[src/rtl/ras_pkg.sv]
package ras_pkg;

  // Operation selected for one clock edge; push outranks pop.
  typedef enum logic [1:0] {
    RAS_IDLE = 2'd0,
    RAS_PUSH = 2'd1,
    RAS_POP  = 2'd2
  } ras_op_e;

  function automatic ras_op_e ras_decode(input logic push, input logic pop);
    if (push)     return RAS_PUSH;
    else if (pop) return RAS_POP;
    else          return RAS_IDLE;
  endfunction

endpackage

[src/rtl/ras_ptr.sv]
module ras_ptr
  import ras_pkg::*;
#(
  parameter int DEPTH = 8,
  localparam int AW = $clog2(DEPTH)
) (
  input  logic          clk,
  input  logic          rst,
  input  logic          push,
  input  logic          pop,
  output logic          wr_en,
  output logic [AW-1:0] wr_addr,
  output logic          rd_en,
  output logic [AW-1:0] rd_addr
);

  // sp_q indexes the next free slot; the top entry sits at sp_q - 1.
  logic [AW-1:0] sp_q;
  logic [AW-1:0] sp_nxt;
  ras_op_e       op;

  always_comb begin
    op = ras_decode(push, pop);
    unique case (op)
      RAS_PUSH: sp_nxt = sp_q + AW'(1);
      RAS_POP:  sp_nxt = sp_q - AW'(1);
      default:  sp_nxt = sp_q;
    endcase
  end

  always_ff @(posedge clk) begin
    if (rst) sp_q <= '0;
    else     sp_q <= sp_nxt;
  end

  assign wr_en   = (op == RAS_PUSH);
  assign wr_addr = sp_q;
  assign rd_en   = (op != RAS_IDLE);
  assign rd_addr = sp_nxt - AW'(1);

endmodule

[src/rtl/ras_mem.sv]
module ras_mem #(
  parameter int WIDTH = 13,
  parameter int DEPTH = 8,
  localparam int AW = $clog2(DEPTH)
) (
  input  logic             clk,
  input  logic             rst,
  input  logic             wr_en,
  input  logic [AW-1:0]    wr_addr,
  input  logic [WIDTH-1:0] wr_data,
  input  logic             rd_en,
  input  logic [AW-1:0]    rd_addr,
  output logic [WIDTH-1:0] rd_data
);

  // Storage has no reset so it maps onto plain RAM cells.
  logic [WIDTH-1:0] mem [DEPTH];
  logic [WIDTH-1:0] rd_q;

  always_ff @(posedge clk) begin
    if (wr_en) mem[wr_addr] <= wr_data;
  end

  // Registered read with write-first bypass; the output register alone is reset.
  always_ff @(posedge clk) begin
    if (rst)
      rd_q <= '0;
    else if (rd_en) begin
      if (wr_en && (wr_addr == rd_addr)) rd_q <= wr_data;
      else                               rd_q <= mem[rd_addr];
    end
  end

  assign rd_data = rd_q;

endmodule

[src/rtl/ras_stack.sv]
module ras_stack #(
  parameter int WIDTH = 13,
  parameter int DEPTH = 8
) (
  input  logic             clk,
  input  logic             rst,
  input  logic             push_i,
  input  logic             pop_i,
  input  logic [WIDTH-1:0] push_data_i,
  output logic [WIDTH-1:0] tos_o
);

  localparam int AW = $clog2(DEPTH);

  logic          wr_en;
  logic          rd_en;
  logic [AW-1:0] wr_addr;
  logic [AW-1:0] rd_addr;

  ras_ptr #(.DEPTH(DEPTH)) u_ptr (
    .clk     (clk),
    .rst     (rst),
    .push    (push_i),
    .pop     (pop_i),
    .wr_en   (wr_en),
    .wr_addr (wr_addr),
    .rd_en   (rd_en),
    .rd_addr (rd_addr)
  );

  ras_mem #(.WIDTH(WIDTH), .DEPTH(DEPTH)) u_mem (
    .clk     (clk),
    .rst     (rst),
    .wr_en   (wr_en),
    .wr_addr (wr_addr),
    .wr_data (push_data_i),
    .rd_en   (rd_en),
    .rd_addr (rd_addr),
    .rd_data (tos_o)
  );

endmodule

[config.mk]
export PLATFORM = sky130hd
export DESIGN_NAME = ras_stack
export DESIGN_NICKNAME = d
export VERILOG_FILES = /design/src/rtl/ras_pkg.sv /design/src/rtl/ras_ptr.sv /design/src/rtl/ras_mem.sv /design/src/rtl/ras_stack.sv
export SDC_FILE = /design/constraint.sdc
export NUM_CORES = 1
export LEC_CHECK = 0
export BUFFER_PORTS_ARGS = -buffer_cell sky130_fd_sc_hd__buf_2
export CORE_ASPECT_RATIO = 1.2
export CORE_UTILIZATION = 23
export CTS_BUF_LIST = sky130_fd_sc_hd__clkbuf_16
export CTS_CLUSTER_DIAMETER = 80
export DETAILED_ROUTE_END_ITERATION = 10
export SLEW_MARGIN = 40
export SYNTH_ARGS = -nofsm -noshare
export SYNTH_HDL_FRONTEND = slang
export SYNTH_HIERARCHICAL = 1
export SYNTH_SLANG_ARGS = --single-unit
[constraint.sdc]
create_clock -name clk -period 4.5 [get_ports clk]
set_input_delay 0.225 -clock clk [delete_from_list [all_inputs] [get_ports clk]]
set_output_delay 0.225 -clock clk [all_outputs]
set_load 0.01 [all_outputs]
==> results.ini <==
[run_status]
status = finished, final reports clean

[grt]
grt_pass1_wl_um = 15200
grt_start_max_net_pins = 29
busiest_layer = met2
grt_use_met3_pct = 2.76
track_usage_pct = 9.98
gr-usage-met2_pct = 16.8
grt_pass1_vias = 2583
grt-ovfl-total = 0
antenna_found_initial = 1
met1_usage_pct = 11.7

[synth]
syn_nets = 268
ys_seq_elements = 120
syn-cell-area_mm2 = 0.00479
ys_seq_area_share_pct = 71.9
syn_inst = 249
synth.largest_area_cell = edfxtp_1
avgSynthCellArea_um2 = 19.2
async_flop_share_pct = 0
synthTopCellsByArea = edfxtp_1 (65%), mux4_2 (12%), dfxtp_1 (6.7%)
synth-edff-count = 104
synth_cell_type_count = 28
yosysWarnings = 6
synth_top_area_share_pct = 65.2
synth_ff_type = edfxtp_1

[route]
drt_wl_total_um = 10100
postRouteAntennaNets = 0
via_per_inst = 4.27
wl_per_cell_um = 17.7
vias = 2424
drt_iter0_drc = 94
route.detailed.drc = 0
drt-pass1-iter-count = 4

[sta]
hold_viol = 0
max_freq_ghz = 0.316
setup_viol = 0
tightest_slew_ps = 734
rsz0062_at_grt = false
finClkSkew_ps = 8.75
drv_slew = 0
setup_tns_ps = 0
setup_ws_ps = 1340
slew_headroom_pct = 51.0
post-route-min-period_ps = 3160
post-route-period-util_pct = 70.2

[setup_path]
cp_data_arrival_time_ps = 3480
cp_data_required_time_ps = 4820
crit_path_start_kind = flop
worst_setup_path_end_kind = flop
reg2reg_depth = 8
cp_max_fo = 14
crit_type = flop to flop
reg2reg_slack_ps = 1340

[clock_tree]
htreeDepth = 4
clkLatencyLatePin_ps = 400
holdBufCountCts = 0
post_cts_buffers = 0
clk_pin_slew_ps = 50
cts_buffer_depth = 2
cts_sinks = 120
numCtsBuffers = 17
clockRootBuffer = clkbuf_16
cts_resized = 0
cts_tree = done

[die]
die_h_um = 160
io_pins = 30
die_x_um = 134
core-area_mm2 = 0.0203
initial_core_util_pct = 23.6
row_count = 57
die-area_mm2 = 0.0214

[placement]
port_buffers = 29
gp_congestion = 0.684
place_ws_ps = 1370
dpl.hpwl_um = 6130
place_inst = 537

[final_layout]
stdcell_count = 568
layout-drive-gt1-share_pct = 35.6
antenna_cells = 0
final_nets = 310
syn2layout_area_growth_pct = 21.6

[power_and_ir_drop]
p_leak_nw = 1.97
total_power_mw = 3.05
powerDensity_mw_per_mm2 = 524
irDropWorstVdd_uv = 213

[worst_hold_path]
hold_path_class = input port to flop
hold_path_depth = 2

[job]
maxCapViolations = 0

[power breakdown]
part	internal, mW	total, mW	switching [mW]
Clock	0.671	1.09	0.422
Combinational	0.274	0.609	0.335
Sequential	1.30	1.35	0.0497
[final timing paths]
check                   start          endpoint
max          u_ptr/wr_addr[0]  u_mem/rd_data[3]
min                       rst  u_ptr/wr_addr[2]
max reg2reg  u_ptr/wr_addr[0]  u_mem/rd_data[3]
min reg2reg  u_mem/rd_data[6]  u_mem/rd_data[6]
[layout make-up]
| type | count | area (um2) |
|---|---|---|
| Multi-Input combinational cell | 101 | 1310 |
| Clock buffer | 17 | 425 |
| Clock inverter | 14 | 57.6 |
| Fill cell | 1983 | 14500 |
| Timing Repair Buffer | 35 | 198 |
| Inverter | 16 | 60.1 |
| Sequential cell | 120 | 3440 |
| Tap cell | 265 | 332 |
[cells in the mapped netlist (2+ instances only)]
master and instances:
nand2_1 15, xor2_1 4, mux2i_1 14, buf_4 4, clkbuf_1 5, mux4_2 26
nand2b_1 3, o221ai_2 10, dfxtp_1 16, nor2_1 10, o221ai_1 3, buf_6 2
inv_1 16, edfxtp_1 104, nor3_1 3, nor2b_1 2
[through the flow]
stage	hold WS (ps)	utilization, %	area [um2]
CTS	70.4	28.7	5830
finish	91.8	28.7	5830
global placement	447	26.0	5290
global route	82.5	28.7	5830
detailed placement	452	26.3	5340
floorplan	293	-	4790
[routing by layer]
metal	share of wire [%]	routed length (um)	vias to the layer above
li1	-	-	1071
met2	52	5240	68
met5	0.11	11	-
met4	1.8	179	2
met3	5.3	537	13
met1	41	4110	1270
[state kept, by name (all words and copies together) (netlist names)]
register	count
u_mem/rd_data	13
u_mem/mem	104
u_ptr/wr_addr	3
[cells in the final DEF, fill, tap and decap left out, types with 2 or more instances in the layout]
cell type	synthesis	layout
nor2_1	10	3
mux2i_1	14	14
o221ai_2	10	10
nor2b_1	2	2
clkinv_1	0	6
nor2_4	0	6
nor3_4	0	2
inv_1	16	20
edfxtp_1	104	104
buf_6	2	2
xor2_1	4	3
nand2b_1	3	3
clkbuf_16	0	17
nor2_2	1	2
mux4_2	26	26
buf_4	4	4
clkinv_2	0	4
buf_2	1	29
dfxtp_1	16	16
o221ai_1	3	3
nand2_1	15	15
[logic make-up after synthesis]
family | share of synthesized area, %
DFF | 71.9
muxes | 15.1
and+or+nand+nor | 4.05
buffers and inverters | 2.85
AOI/OAI and AO/OA | 4.20
xor gates and xnor gates | 1.20
adders and majority gates | 0.679
[worst max-delay path, cell delays in order (launching register included)]
cell	delay (ps)
dfxtp_1	670
fa_1	490
mux2i_1	180
ha_1	270
inv_1	60
buf_4	290
xor2_1	170
or4_4	710
o221ai_2	230
Note: power is estimated with default switching activity, not from simulation.
